$ cat config.mk
export PLATFORM = sky130hd
export DESIGN_NAME = serbus_master_seq
export DESIGN_NICKNAME = d
export VERILOG_FILES = /design/src/rtl/serbus_master_seq_pkg.sv /design/src/rtl/serbus_data_reg.sv /design/src/rtl/serbus_status.sv /design/src/rtl/serbus_seq_fsm.sv /design/src/rtl/serbus_master_seq.sv
export SDC_FILE = /design/constraint.sdc
export NUM_CORES = 1
export LEC_CHECK = 0
export BUFFER_PORTS_ARGS = -buffer_cell sky130_fd_sc_hd__buf_2
export CAP_MARGIN = 20
export CORE_ASPECT_RATIO = 1.25
export CORE_MARGIN = 1
export CORE_UTILIZATION = 33
export DETAILED_ROUTE_END_ITERATION = 10
export SLEW_MARGIN = 20
export SYNTH_ARGS = -nofsm -noshare
export SYNTH_HDL_FRONTEND = slang
export SYNTH_HIERARCHICAL = 1
export SYNTH_SLANG_ARGS = --single-unit
export TNS_END_PERCENT = 50
$ cat constraint.sdc
create_clock -name clk -period 6.8 [get_ports clk]
set_input_delay 0.68 -clock clk [delete_from_list [all_inputs] [get_ports clk]]
set_output_delay 0.68 -clock clk [all_outputs]
set_load 0.01 [all_outputs]
$ cat src/rtl/serbus_master_seq_pkg.sv
package serbus_master_seq_pkg;
    typedef enum logic [4:0] {
        S_IDLE, S_START, S_BCAST,
        S_MADR, S_MPAR,
        S_SADR, S_SPAR, S_SACK,
        S_CTRL, S_CPAR, S_CACK,
        S_LEN,  S_LPAR, S_LACK,
        S_DATA, S_DPAR, S_DACK
    } seq_state_t;
endpackage

$ cat src/rtl/serbus_data_reg.sv
module serbus_data_reg #(
    parameter int DW = 8
) (
    input  logic          clk,
    input  logic          rst_n,
    input  logic          wr,
    input  logic [DW-1:0] wdata,
    input  logic          take,
    output logic [DW-1:0] q,
    output logic          full
);
    always_ff @(posedge clk or negedge rst_n) begin
        if (!rst_n) begin
            q    <= '0;
            full <= 1'b0;
        end else if (wr) begin
            q    <= wdata;
            full <= 1'b1;
        end else if (take) begin
            full <= 1'b0;
        end
    end

    // the sequencer never takes a byte from an empty register
    p_take_needs_full_r11: assert property (@(posedge clk) disable iff (!rst_n)
        take |-> full);
    // a taken byte leaves the register empty until refilled
    p_take_empties_r8: assert property (@(posedge clk) disable iff (!rst_n)
        (take && !wr) |=> !full);
endmodule

$ cat src/rtl/serbus_status.sv
module serbus_status (
    input  logic clk,
    input  logic rst_n,
    input  logic clr,
    input  logic ev_addr,
    input  logic ev_end,
    input  logic ev_nack,
    input  logic ev_under,
    input  logic ev_lost,
    input  logic ev_dreq,
    output logic st_done,
    output logic st_nack,
    output logic st_under,
    output logic st_lost,
    output logic irq_stat,
    output logic irq_dreq
);
    always_ff @(posedge clk or negedge rst_n) begin
        if (!rst_n) begin
            st_done  <= 1'b0;
            st_nack  <= 1'b0;
            st_under <= 1'b0;
            st_lost  <= 1'b0;
            irq_stat <= 1'b0;
            irq_dreq <= 1'b0;
        end else begin
            st_done  <= (st_done  & ~clr) | ev_end;
            st_nack  <= (st_nack  & ~clr) | ev_nack;
            st_under <= (st_under & ~clr) | ev_under;
            st_lost  <= (st_lost  & ~clr) | ev_lost;
            irq_stat <= ev_addr | ev_end | ev_nack | ev_under | ev_lost;
            irq_dreq <= ev_dreq;
        end
    end

    // flags hold until cleared
    p_sticky_r13: assert property (@(posedge clk) disable iff (!rst_n)
        (st_done && !clr) |=> st_done);
    // completion flag arrives together with a status pulse
    p_done_irq_r9: assert property (@(posedge clk) disable iff (!rst_n)
        $rose(st_done) |-> irq_stat);
    // status interrupt is a single-cycle pulse
    p_stat_pulse_r6: assert property (@(posedge clk) disable iff (!rst_n)
        irq_stat |=> !irq_stat);
endmodule

$ cat src/rtl/serbus_seq_fsm.sv
module serbus_seq_fsm
    import serbus_master_seq_pkg::*;
#(
    parameter int AW = 12,
    parameter int CW = 4,
    parameter int LW = 8,
    parameter int DW = 8
) (
    input  logic          clk,
    input  logic          rst_n,
    input  logic          slot_tick,
    input  logic          go,
    input  logic          bcast,
    input  logic [AW-1:0] unit_addr,
    input  logic [AW-1:0] slave_addr,
    input  logic [CW-1:0] ctrl,
    input  logic [LW-1:0] tlen,
    input  logic          ack_in,
    input  logic          bus_in,
    input  logic          dr_full,
    input  logic [DW-1:0] dr_q,
    output logic          tx_en,
    output logic          tx_bit,
    output logic          busy,
    output logic          dr_take,
    output logic          ev_addr,
    output logic          ev_end,
    output logic          ev_nack,
    output logic          ev_under,
    output logic          ev_lost,
    output logic          ev_dreq
);
    localparam int SW0  = (AW > CW) ? AW : CW;
    localparam int SW1  = (LW > DW) ? LW : DW;
    localparam int SW   = (SW0 > SW1) ? SW0 : SW1;
    localparam int CNTW = $clog2(SW + 1);

    seq_state_t      st, st_nx;
    logic [SW-1:0]   sh, sh_nx;
    logic [CNTW-1:0] cnt, cnt_nx;
    logic            par, par_nx;
    logic [LW-1:0]   left, left_nx;
    logic            in_field;

    assign busy     = (st != S_IDLE);
    assign in_field = (st == S_MADR) || (st == S_SADR) || (st == S_CTRL) ||
                      (st == S_LEN)  || (st == S_DATA);

    // slot outputs
    always_comb begin
        tx_en  = 1'b1;
        tx_bit = 1'b1;
        unique case (st)
            S_IDLE, S_SACK, S_CACK, S_LACK, S_DACK: tx_en = 1'b0;
            S_START:                                tx_bit = 1'b1;
            S_BCAST:                                tx_bit = bcast;
            S_MADR, S_SADR, S_CTRL, S_LEN, S_DATA:  tx_bit = sh[SW-1];
            S_MPAR, S_SPAR, S_CPAR, S_LPAR, S_DPAR: tx_bit = par;
            default:                                tx_en = 1'b0;
        endcase
    end

    // next state and events
    always_comb begin
        st_nx    = st;
        sh_nx    = sh;
        cnt_nx   = cnt;
        par_nx   = par;
        left_nx  = left;
        dr_take  = 1'b0;
        ev_addr  = 1'b0;
        ev_end   = 1'b0;
        ev_nack  = 1'b0;
        ev_under = 1'b0;
        ev_lost  = 1'b0;
        ev_dreq  = 1'b0;
        if (st == S_IDLE) begin
            if (go) st_nx = S_START;
        end else if (slot_tick) begin
            if (in_field) begin
                par_nx = par ^ sh[SW-1];
                sh_nx  = sh << 1;
                cnt_nx = cnt - 1'b1;
            end
            unique case (st)
                S_START: st_nx = S_BCAST;
                S_BCAST: begin
                    if (bus_in != tx_bit) begin
                        st_nx   = S_IDLE;
                        ev_lost = 1'b1;
                    end else begin
                        st_nx  = S_MADR;
                        sh_nx  = SW'(unit_addr) << (SW - AW);
                        cnt_nx = CNTW'(AW - 1);
                        par_nx = 1'b0;
                    end
                end
                S_MADR: begin
                    if (bus_in != tx_bit) begin
                        st_nx   = S_IDLE;
                        ev_lost = 1'b1;
                    end else if (cnt == '0) begin
                        st_nx = S_MPAR;
                    end
                end
                S_MPAR: begin
                    st_nx  = S_SADR;
                    sh_nx  = SW'(slave_addr) << (SW - AW);
                    cnt_nx = CNTW'(AW - 1);
                    par_nx = 1'b0;
                end
                S_SADR: if (cnt == '0) st_nx = S_SPAR;
                S_SPAR: st_nx = S_SACK;
                S_SACK: begin
                    if (!ack_in) begin
                        st_nx   = S_IDLE;
                        ev_nack = 1'b1;
                    end else begin
                        st_nx   = S_CTRL;
                        ev_addr = 1'b1;
                        sh_nx   = SW'(ctrl) << (SW - CW);
                        cnt_nx  = CNTW'(CW - 1);
                        par_nx  = 1'b0;
                    end
                end
                S_CTRL: if (cnt == '0) st_nx = S_CPAR;
                S_CPAR: st_nx = S_CACK;
                S_CACK: begin
                    if (!ack_in) begin
                        st_nx   = S_IDLE;
                        ev_nack = 1'b1;
                    end else begin
                        st_nx   = S_LEN;
                        sh_nx   = SW'(tlen) << (SW - LW);
                        cnt_nx  = CNTW'(LW - 1);
                        par_nx  = 1'b0;
                        left_nx = tlen;
                    end
                end
                S_LEN:  if (cnt == '0) st_nx = S_LPAR;
                S_LPAR: st_nx = S_LACK;
                S_DATA: if (cnt == '0) st_nx = S_DPAR;
                S_DPAR: st_nx = S_DACK;
                S_LACK, S_DACK: begin
                    if (!ack_in) begin
                        st_nx   = S_IDLE;
                        ev_nack = 1'b1;
                    end else if (left == '0) begin
                        st_nx  = S_IDLE;
                        ev_end = 1'b1;
                    end else if (!dr_full) begin
                        st_nx    = S_IDLE;
                        ev_under = 1'b1;
                    end else begin
                        st_nx   = S_DATA;
                        sh_nx   = SW'(dr_q) << (SW - DW);
                        cnt_nx  = CNTW'(DW - 1);
                        par_nx  = 1'b0;
                        left_nx = left - 1'b1;
                        dr_take = 1'b1;
                        ev_dreq = (left != LW'(1));
                    end
                end
                default: st_nx = S_IDLE;
            endcase
        end
    end

    always_ff @(posedge clk or negedge rst_n) begin
        if (!rst_n) begin
            st   <= S_IDLE;
            sh   <= '0;
            cnt  <= '0;
            par  <= 1'b0;
            left <= '0;
        end else begin
            st   <= st_nx;
            sh   <= sh_nx;
            cnt  <= cnt_nx;
            par  <= par_nx;
            left <= left_nx;
        end
    end

    // a full request in idle starts the frame on the next edge
    p_start_r2: assert property (@(posedge clk) disable iff (!rst_n)
        (st == S_IDLE && go) |=> (st == S_START));
    // outside idle the sequencer advances only on a slot strobe
    p_hold_r3: assert property (@(posedge clk) disable iff (!rst_n)
        (st != S_IDLE && !slot_tick) |=> $stable(st));
    // an acknowledge state is always entered from its parity slot
    p_ack_after_par_r5: assert property (@(posedge clk) disable iff (!rst_n)
        $rose(st == S_SACK) |-> $past(st) == S_SPAR);
endmodule

$ cat src/rtl/serbus_master_seq.sv
module serbus_master_seq
    import serbus_master_seq_pkg::*;
#(
    parameter int AW = 12,
    parameter int CW = 4,
    parameter int LW = 8,
    parameter int DW = 8
) (
    input  logic          clk,
    input  logic          rst_n,
    input  logic          slot_tick,
    input  logic          com_en,
    input  logic          mst_req,
    input  logic          rx_en,
    input  logic          flag_clr,
    input  logic          bcast,
    input  logic [AW-1:0] unit_addr,
    input  logic [AW-1:0] slave_addr,
    input  logic [CW-1:0] ctrl,
    input  logic [LW-1:0] tlen,
    input  logic          dr_wr,
    input  logic [DW-1:0] dr_wdata,
    input  logic          ack_in,
    input  logic          bus_in,
    output logic          tx_en,
    output logic          tx_bit,
    output logic          busy,
    output logic          st_done,
    output logic          st_nack,
    output logic          st_under,
    output logic          st_lost,
    output logic          irq_stat,
    output logic          irq_dreq
);
    logic          go;
    logic          dr_full, dr_take;
    logic [DW-1:0] dr_q;
    logic          ev_addr, ev_end, ev_nack, ev_under, ev_lost, ev_dreq;

    assign go = com_en & mst_req & rx_en;

    serbus_data_reg #(.DW(DW)) u_dreg (
        .clk(clk), .rst_n(rst_n), .wr(dr_wr), .wdata(dr_wdata),
        .take(dr_take), .q(dr_q), .full(dr_full)
    );

    serbus_seq_fsm #(.AW(AW), .CW(CW), .LW(LW), .DW(DW)) u_fsm (
        .clk(clk), .rst_n(rst_n), .slot_tick(slot_tick), .go(go),
        .bcast(bcast), .unit_addr(unit_addr), .slave_addr(slave_addr),
        .ctrl(ctrl), .tlen(tlen), .ack_in(ack_in), .bus_in(bus_in),
        .dr_full(dr_full), .dr_q(dr_q), .tx_en(tx_en), .tx_bit(tx_bit),
        .busy(busy), .dr_take(dr_take), .ev_addr(ev_addr), .ev_end(ev_end),
        .ev_nack(ev_nack), .ev_under(ev_under), .ev_lost(ev_lost),
        .ev_dreq(ev_dreq)
    );

    serbus_status u_stat (
        .clk(clk), .rst_n(rst_n), .clr(flag_clr), .ev_addr(ev_addr),
        .ev_end(ev_end), .ev_nack(ev_nack), .ev_under(ev_under),
        .ev_lost(ev_lost), .ev_dreq(ev_dreq), .st_done(st_done),
        .st_nack(st_nack), .st_under(st_under), .st_lost(st_lost),
        .irq_stat(irq_stat), .irq_dreq(irq_dreq)
    );

    // refill requests only occur while a frame is running
    p_dreq_busy_r8: assert property (@(posedge clk) disable iff (!rst_n)
        irq_dreq |-> busy);
    // line is released whenever no frame runs
    p_idle_quiet_r9: assert property (@(posedge clk) disable iff (!rst_n)
        !busy |-> !tx_en);
endmodule

==> run_results.csv, run 1 <==
group,metric,value,unit
grt,antenna_found_initial,0,
timing,holdWs,0.3798,ns
critical_path,critPathKind,"reg2reg",
grt,grt_pass1_vias,3212,
pwr,pwr-share-seq,30.9,%
finish,num_antenna_cells,0,
drt,drt_wl_total,9726,um
cts,clkLatencyLatePin,0.30,ns
cts,cts_resized,0,
min_path,hold_class,"in2async",
logic_synthesis,netlist_area,3331,um^2
die,dieArea,10500,um^2
timing,fmax,0.2860,GHz
timing,finalHoldViolations,0,
critical_path,critPathMaxFanout,27,
logic_synthesis,ys_seq_area_share,33.81,%
place,gp_congestion,0.8780,
logic_synthesis,yosysMostFrequentCell,"dfrtp_1",
grt,grt_first_pass_wirelength,16130,um
critical_path,critPathRequiredTime,6.98,ns
outcome,outcome,"complete, no violations",
die,ios,64,
cts,cts_buffers,5,
drt,firstDrtPassIters,7,
logic_synthesis,ys_warn_count,6,
timing,fin_skew,0.008277,ns
drt,first_iter_violations,194,
pwr,clock_power_share,15.4,%
critical_path,critPathArrivalTime,3.67,ns
run,cap_viol_max_count,0,
grt,grt_start_max_net_pins,46,
cts,clock_sinks,45,
critical_path,end_kind,"flip-flop",
finish,fin_nets,499,
timing,post-route-period-util,51.42,%
grt,grt_most_used_layer,"met2",
timing,tightest_slew,1.002,ns
die,rows,40,
timing,slew_viol_final,0,
logic_synthesis,synth_edf_count,0,
die,die_h,114.3,um
grt,grt_util_met2,32.54,%
cts,postCtsHoldBufs,0,
timing,setup_tns,0,ns
drt,wl_per_cell,17.12,um
logic_synthesis,yosys.area.top_type_share,33.81,%
logic_synthesis,ys_seq_elements,45,
logic_synthesis,synthCells,397,
pwr,p_comb_share,53.7,%
cts,clkSlewWorstSetupHoldPaths,0.07,ns
timing,maxSlewHeadroom,33.18,%
logic_synthesis,netlist.top_cell.by_area,"dfrtp_1",
die,core_area,9709,um^2
grt,overflow,0,
drt,drc_errors,0,
grt,use_met1,24.72,%
pwr,leakagePower,1.700,nW
critical_path,startpoint_type,"flip-flop",
cts,post_cts_buffers,0,
die,die_w,91.86,um
cts,cts_tree,"yes",
place,detailed_place_hpwl,7223,um
die,start_util,34.30,%
cts,cts_root_buffer,"clkbuf_16",
logic_synthesis,synth.area.top_cells,"dfrtp_1, o21ai_0, nor2_1",
logic_synthesis,synth_commonest_cells,"dfrtp_1, nor2_1, o21ai_0",
finish,drive_above_1_share,21.72,%
place,port_buffers,63,
logic_synthesis,avgSynthCellArea,8.390,um^2
pwr,swShare,46.57,%
grt,grt_use_total,19.62,%
logic_synthesis,synth_fp_nets,455,
drt,viasPerCell,5.706,
grt,met3_usage,3.320,%
cts,h-tree-depth,2,
pwr,vdd_ir_drop_max,0.0001816,V
timing,rsz0062_at_grt,"false",
drt,route.antenna.remaining_nets,0,
finish,synthToLayoutAreaGrowth,15.78,%
drt,vias,3241,
logic_synthesis,ys_types,68,
cts,cts.path.max_buffers,2,
logic_synthesis,async_reset_ff_share,100.0,%
pwr,internal_power,930.5,uW
logic_synthesis,synth_ff_type,"dfrtp_1",
pwr,power_density,451.7,nW/um^2
timing,min_period,3.497,ns
pwr,switchingPower,811.2,uW
timing,setup_viol,0,
-- metrics by stage --
stage               total power [mW]  area [um^2]  utilization, %  worst slack (ns)  cells
floorplan                      1.239         3331               -             4.398    397
global route                   1.897         3856           39.72             3.061    568
detailed placement             1.472         3692           38.03             3.339    560
global placement               1.446         3692           38.03             3.449    560
CTS                            1.744         3854           39.69             3.352    568
finish                         1.742         3856           39.72             3.303    568
-- cell type report --
cell class	count	area [um^2]
Clock buffer	7	152.6
Clock inverter	1	8.758
Fill cell	1026	5853
Inverter	21	78.83
Multi-Input combinational cell	301	1984
Sequential cell	45	1126
Tap cell	126	157.7
Timing Repair Buffer	67	347.8
-- registers in the layout, summed over array words and instances, names as in the netlist --
name and cells:
u_stat/st_under 1, u_dreg/q 8, u_stat/st_lost 1, u_stat/irq_stat 1, u_fsm/par 1, u_stat/irq_dreq 1, u_fsm/left 8, u_fsm/st 5
u_stat/st_nack 1, u_fsm/cnt 4, u_stat/st_done 1, u_dreg/full 1, u_fsm/sh 12
-- worst max-delay path: stages (launching register included) --
cell	delay [ns]
dfrtp_1	0.65
or4b_1	0.64
a21oi_2	0.81
a21oi_1	0.30
nor2_1	0.68
nand2_1	0.14
o2bb2ai_1	0.16
-- layout by cell type, fill, tap and decap left out, types with 3 or more instances in the layout --
master / instances
nor2_1: 38
and2_1: 6
nand2b_1: 5
and3_1: 3
clkbuf_16: 5
nor3b_1: 4
inv_1: 21
nor4_1: 3
a211oi_1: 6
dfrtp_1: 45
o21ai_1: 4
a21o_1: 11
mux2_4: 8
a221o_1: 5
nand3_1: 10
mux2i_1: 3
a31o_2: 4
a32o_1: 7
a31oi_1: 4
a22oi_1: 4
o221ai_1: 3
a21oi_1: 25
o21ai_0: 32
nor2b_1: 8
buf_4: 5
nor3_1: 13
ha_1: 3
o211ai_1: 9
buf_2: 62
o221a_1: 8
nand2_1: 29
or4_1: 3
-- per-layer routing --
metal	wire, um	share of wire (%)
met5	0	0
met4	323	3.3
met3	495	5.1
met2	4750	49
met1	4156	43
-- worst paths after layout --
path	startpoint	to	slack (ns)	cells past startpoint
setup / recovery	u_fsm/st[0]	u_fsm/left[6]	3.30	6
hold / removal	rst_n	u_fsm/left[2]	0.38	1
setup reg to reg	u_fsm/st[0]	u_fsm/left[6]	3.30	6
hold reg to reg	u_stat/st_nack	u_stat/st_nack	0.47	1
max in group asynchronous	rst_n	u_fsm/sh[2]	6.00	1
min in group clk	u_stat/st_nack	u_stat/st_nack	0.47	1
-- kinds of logic (layout without fill, tap and decap cells) --
group / count (synthesis) / in the layout / share of synthesized area (%)
AOI/OAI and AO/OA: 143 / 143 / 30.80
xor gates and xnor gates: 3 / 3 / 0.7890
adders and majority gates: 3 / 3 / 1.127
buffers and inverters: 51 / 96 / 6.612
DFF: 45 / 45 / 33.81
muxes: 12 / 12 / 5.184
and+or+nand+nor: 140 / 140 / 21.68
-- power by group through the flow --
stage	registers (mW)	logic, mW	clock network [mW]
3_5_place_dp	0.541	0.931	0
5_1_grt	0.561	1.05	0.286
4_1_cts	0.535	0.935	0.274
3_3_place_gp	0.532	0.914	0
2_1_floorplan	0.448	0.791	0
6_report	0.538	0.936	0.268
Power figures use the tool's default switching activity.
==> inputs of run 2 (changes only) <==
clock period = 2.9 ns   (was 6.8 ns; I/O delays follow)
==> run 2 against run 1 <==
Effect of this change: the flow now finishes with violations (negative hold slack); die area is the same; setup slack got worse by 3.0 ns; sequential share of layout area down 1.2 points; non-clock buffer count increased by 21; first-iteration DRC count increased by 32%; via count grew 3.9%; wire length increased by 2.1%; global-route usage down 0.079 points; critical endpoint is now u_fsm/sh[8]; highest routed layer unchanged.
==> run_results.csv, run 2 (synthesized netlist as in run 1, its figures left out) <==
group,metric,value,unit
critical_path,critPathRequiredTime,3.07,ns
pwr,power_density,1066,nW/um^2
die,die_w,91.86,um
critical_path,worstSetupStartpoint,"u_fsm/st[3]",
timing,rsz0062_at_grt,"false",
place,postPlaceCellArea,3850,um^2
grt,grt_most_used_layer,"met2",
grt,antenna_found_initial,0,
critical_path,critPathKind,"reg2reg",
timing,finalHoldViolations,5,
critical_path,critPathArrivalTime,2.82,ns
finish,multiInputGateArea,1984,um^2
drt,first_iter_violations,257,
finish,num_antenna_cells,0,
cts,cts_tree,"yes",
die,dieArea,10500,um^2
finish,layout_common_cells,"buf_2, dfrtp_1, nor2_1, o21ai_0, nand2_1",
cts,h-tree-depth,2,
grt,overflow,0,
finish,stdcell_area,4020,um^2
finish,drive_above_1_share,25.05,%
cts,cts_root_buffer,"clkbuf_16",
critical_path,timing.rr.end,"u_fsm/sh[8]",
grt,grt_pass1_vias,3198,
min_path,hold_class,"in2async",
critical_path,reg2reg_from,"u_fsm/st[3]",
grt,use_met1,25.12,%
drt,wl_per_cell,16.86,um
finish,synthToLayoutAreaGrowth,20.70,%
run,cap_viol_max_count,0,
grt,grt_first_pass_wirelength,16170,um
cts,cts_resized,0,
grt,met3_usage,2.590,%
drt,route.antenna.remaining_nets,0,
drt,firstDrtPassIters,4,
finish,top_register,"u_fsm/sh",
finish,register_area,1126,um^2
finish,fin_nets,520,
pwr,leakagePower,1.805,nW
die,die_h,114.3,um
place,port_buffers,63,
grt,grt_start_max_net_pins,46,
critical_path,end_kind,"flip-flop",
timing,tightest_slew,0.5924,ns
critical_path,critPathMaxFanout,18,
grt,grt_use_total,19.54,%
drt,drt_wl_total,9930,um
die,core_area,9709,um^2
critical_path,reg2reg_setup_slack,0.26,ns
finish,nFillCells,995,
cts,post_cts_buffers,0,
timing,fmax,0.3784,GHz
finish,largest_register_ff_count,12,
critical_path,startpoint_type,"flip-flop",
finish,final_common_cell,"buf_2",
drt,drc_errors,0,
cts,clkLatencyLatePin,0.29,ns
timing,fin_skew,0.007426,ns
cts,postCtsHoldBufs,0,
cts,cts.path.max_buffers,2,
cts,clkSlewWorstSetupHoldPaths,0.07,ns
pwr,vdd_ir_drop_max,0.0003378,V
timing,post-route-period-util,91.13,%
die,rows,40,
place,detailed_place_hpwl,7573,um
cts,clock_sinks,45,
timing,slew_viol_final,0,
grt,grt_util_met2,33.08,%
timing,holdWs,-0.007314,ns
critical_path,r2r_cells,8,
timing,setup_tns,0,ns
critical_path,critPathCapture,"u_fsm/sh[8]",
cts,cts_buffers,5,
timing,maxSlewHeadroom,60.51,%
die,start_util,34.30,%
place,gp_congestion,0.8903,
finish,reg_top3,"u_fsm/sh (12), u_dreg/q (8), u_fsm/left (8)",
timing,setup_viol,0,
outcome,violations,"negative hold slack",
die,ios,64,
drt,vias,3369,
outcome,outcome,"finished with violations",
timing,min_period,2.643,ns
drt,viasPerCell,5.720,
[run 2: layout make-up]
class | count | share of cell area [%]
inverters | 21 | 1.961
clock buffers | 6 | 3.206
repair buffers | 88 | 12.57
well taps | 126 | 3.922
flip-flops and latches | 45 | 28.01
clock inverters | 2 | 0.9648
multi-input cells | 301 | 49.36
[run 2: power by group]
group	leakage [nW]	total (mW)	internal [mW]	switching [mW]
registers	0.540	1.19	0.877	0.311
logic	1.18	2.43	1.06	1.37
clock network	0.0810	0.666	0.409	0.257
total	1.81	4.29	2.35	1.94
[run 2: how the worst min path moves through the flow]
stage	startpoint	end	slack, ns	cells after the start
finish	rst_n	u_fsm/left[2]	-0.007	1
global route	rst_n	u_fsm/left[4]	0.04	1
CTS	rst_n	u_fsm/left[2]	0.22	1
detailed placement	u_stat/st_under	u_stat/st_under	0.47	1
global placement	u_stat/st_under	u_stat/st_under	0.47	1
floorplan	rst_n	u_dreg/full	-0.006	0
[run 2: critical path, cell delays in order, from the launching register on]
cell,delay [ns]
dfrtp_1,0.52
buf_4,0.25
nor4bb_1,0.34
nor4_2,0.12
a221oi_4,0.37
mux2i_1,0.29
buf_4,0.26
o21ai_0,0.10
o221a_1,0.25
[run 2: per-layer routing]
layer / routed length, um / part of all wire (%) / vias to the layer above
met5: 0 / 0 / -
met4: 304 / 3.1 / 0
met3: 494 / 5.0 / 24
met2: 4785 / 48 / 115
met1: 4346 / 44 / 1617
li1: - / - / 1613
[run 2: through the flow]
| stage | hold WS (ns) | util, % | std cells | worst slack (ns) | power [mW] |
|---|---|---|---|---|---|
| floorplan | -0.005591 | - | 397 | 0.4980 | 2.905 |
| global placement | 0.4659 | 39.65 | 581 | 0.3990 | 3.585 |
| detailed placement | 0.4719 | 39.65 | 581 | 0.3069 | 3.596 |
| CTS | 0.2178 | 41.38 | 589 | 0.2858 | 4.284 |
| global route | 0.04340 | 41.40 | 589 | 0.1124 | 4.656 |
| finish | -0.007314 | 41.40 | 589 | 0.2571 | 4.287 |
==> inputs of run 3 (changes only) <==
ABC_AREA = 1   (was not set)
SLEW_MARGIN = not set   (was 20)
==> run 3 against run 2 <==
Effect of this change: the run still ends with negative hold slack left; first-iteration DRC count is 24% lower; hold slack worse by 0.027 ns; setup slack better by 0.20 ns; non-clock buffer count is 22 lower; maximum frequency is 8.2% higher; total power is 28% lower; critical endpoint is now u_fsm/left[3].
==> run_results.csv, run 3 <==
group,metric,value,unit
finish,synthToLayoutAreaGrowth,17.36,%
drt,route.antenna.remaining_nets,0,
timing,tightest_slew,0.9076,ns
timing,setup_tns,0,ns
cts,h-tree-depth,2,
finish,drive_above_1_share,20.79,%
grt,grt_use_total,18.26,%
timing,fin_skew,0.006687,ns
logic_synthesis,synth_commonest_cells,"nand2_1, nor2_1, inv_1",
logic_synthesis,ys_warn_count,6,
run,cap_viol_max_count,0,
timing,rsz0062_at_grt,"false",
drt,vias,3377,
drt,drc_errors,0,
outcome,violations,"negative hold slack",
finish,final_common_cell,"nand2_1",
logic_synthesis,synth_fp_nets,555,
critical_path,critPathMaxFanout,17,
finish,fin_nets,615,
logic_synthesis,ys_seq_elements,45,
die,die_h,113.8,um
cts,cts_root_buffer,"clkbuf_16",
logic_synthesis,synthCells,497,
die,start_util,34.18,%
critical_path,end_kind,"flip-flop",
cts,clkSlewWorstSetupHoldPaths,0.07,ns
finish,top_register,"u_fsm/sh",
logic_synthesis,yosysMostFrequentCell,"nand2_1",
critical_path,startpoint_type,"flip-flop",
critical_path,critPathRequiredTime,3.07,ns
pwr,vdd_ir_drop_max,0.0003980,V
cts,cts_buffers,5,
outcome,outcome,"finished with violations",
die,core_area,9659,um^2
logic_synthesis,ys_seq_area_share,34.10,%
logic_synthesis,synth_edf_count,0,
logic_synthesis,ys_types,39,
drt,viasPerCell,4.937,
timing,slew_viol_final,0,
timing,holdWs,-0.03406,ns
cts,cts_tree,"yes",
grt,overflow,0,
cts,clkLatencyLatePin,0.29,ns
place,port_buffers,63,
finish,nFillCells,1054,
die,ios,64,
drt,firstDrtPassIters,5,
timing,maxSlewHeadroom,39.43,%
finish,largest_register_ff_count,12,
cts,cts.path.max_buffers,2,
pwr,p_total,3.090,mW
cts,clock_sinks,45,
grt,antenna_found_initial,0,
critical_path,critPathArrivalTime,2.62,ns
pwr,leakagePower,2.028,nW
timing,min_period,2.442,ns
logic_synthesis,avgSynthCellArea,6.644,um^2
logic_synthesis,async_reset_ff_share,100.0,%
finish,reg_top3,"u_fsm/sh (12), u_dreg/q (8), u_fsm/left (8)",
finish,num_antenna_cells,0,
min_path,hold_class,"in2async",
timing,setup_viol,0,
drt,wl_per_cell,13.26,um
place,gp_congestion,0.8826,
cts,postCtsHoldBufs,0,
timing,fmax,0.4094,GHz
timing,post-route-period-util,84.22,%
cts,cts_resized,0,
timing,finalHoldViolations,20,
logic_synthesis,synth.area.top_cells,"dfrtp_1, nand2_1, nand3_1",
pwr,power_density,797.3,nW/um^2
logic_synthesis,netlist_area,3302,um^2
die,rows,40,
drt,first_iter_violations,195,
cts,post_cts_buffers,0,
logic_synthesis,yosys.area.top_type_share,34.10,%
place,detailed_place_hpwl,6961,um
grt,grt_first_pass_wirelength,15170,um
critical_path,r2r_cells,12,
die,die_w,91.47,um
grt,grt_start_max_net_pins,46,
die,dieArea,10410,um^2
logic_synthesis,netlist.top_cell.by_area,"dfrtp_1",
drt,drt_wl_total,9070,um
critical_path,critPathKind,"reg2reg",
grt,grt_pass1_vias,3305,
finish,layout_common_cells,"nand2_1, buf_2, nor2_1, inv_1, nand3_1",
logic_synthesis,synth_ff_type,"dfrtp_1",
==> run 3: stage by stage <==
stage	area, um^2	worst slack, ns	instances	utilization (%)
5_1_grt	3875	0.1597	684	40.12
4_1_cts	3855	0.4823	683	39.91
3_3_place_gp	3715	0.5148	675	38.46
3_5_place_dp	3715	0.5021	675	38.46
2_1_floorplan	3302	0.9832	497	-
6_report	3875	0.4576	684	40.12
==> run 3: cell families (layout without fill, tap and decap cells) <==
| group | count (synthesis) | in the layout | share of synthesized area (%) |
|---|---|---|---|
| xor+xnor | 4 | 4 | 1.061 |
| compound gates | 64 | 64 | 11.10 |
| fa+ha+maj | 3 | 3 | 1.137 |
| flops | 45 | 45 | 34.10 |
| mux | 4 | 4 | 1.213 |
| buf+inv | 80 | 141 | 9.890 |
| simple gates | 297 | 297 | 41.49 |
==> run 3: power by group <==
group | leakage (nW) | total (mW) | switching [mW] | internal (mW)
combinational | 1.43 | 1.58 | 1.03 | 0.558
clock | 0.0641 | 0.560 | 0.239 | 0.320
sequential | 0.539 | 0.946 | 0.144 | 0.803
==> run 3: path summary, 6_finish.rpt <==
path,slack (ns),to,start
setup / recovery,0.46,u_fsm/left[3],u_fsm/st[4]
hold / removal,-0.03,u_fsm/sh[0],rst_n
setup reg to reg,0.46,u_fsm/left[3],u_fsm/st[4]
hold reg to reg,0.47,u_dreg/q[3],u_dreg/q[3]
max in group asynchronous,2.41,u_fsm/left[6],rst_n
min in group clk,0.20,u_dreg/q[3],dr_wdata[3]
==> run 3: layout make-up <==
type	count	area (um^2)	area share, %
Clock buffer	7	132.6	3.423
Inverter	67	251.5	6.490
Clock inverter	1	7.507	0.1937
Tap cell	126	157.7	4.068
Timing Repair Buffer	66	350.3	9.041
Multi-Input combinational cell	372	1849	47.72
Sequential cell	45	1126	29.06
==> run 3: metal layers <==
| layer | global-route usage [%] | vias to the layer above | part of all wire, % |
|---|---|---|---|
| met2 | 31.53 | 114 | 47 |
| met4 | 7.831 | 0 | 2.9 |
| met3 | 2.600 | 17 | 5.4 |
| met5 | 0 | - | 0 |
| met1 | 22.69 | 1533 | 45 |
| li1 | - | 1713 | - |
==> run 3: critical path, stage by stage, from the launching register on <==
cell and delay (ns):
dfrtp_1 0.42, inv_2 0.16, nand2_2 0.09, nor2_2 0.14, inv_2 0.07, o21ai_4 0.36, inv_1 0.27, a21oi_1 0.17
nand2_1 0.20, inv_1 0.21, nand2_1 0.07, a21oi_1 0.12, inv_1 0.05
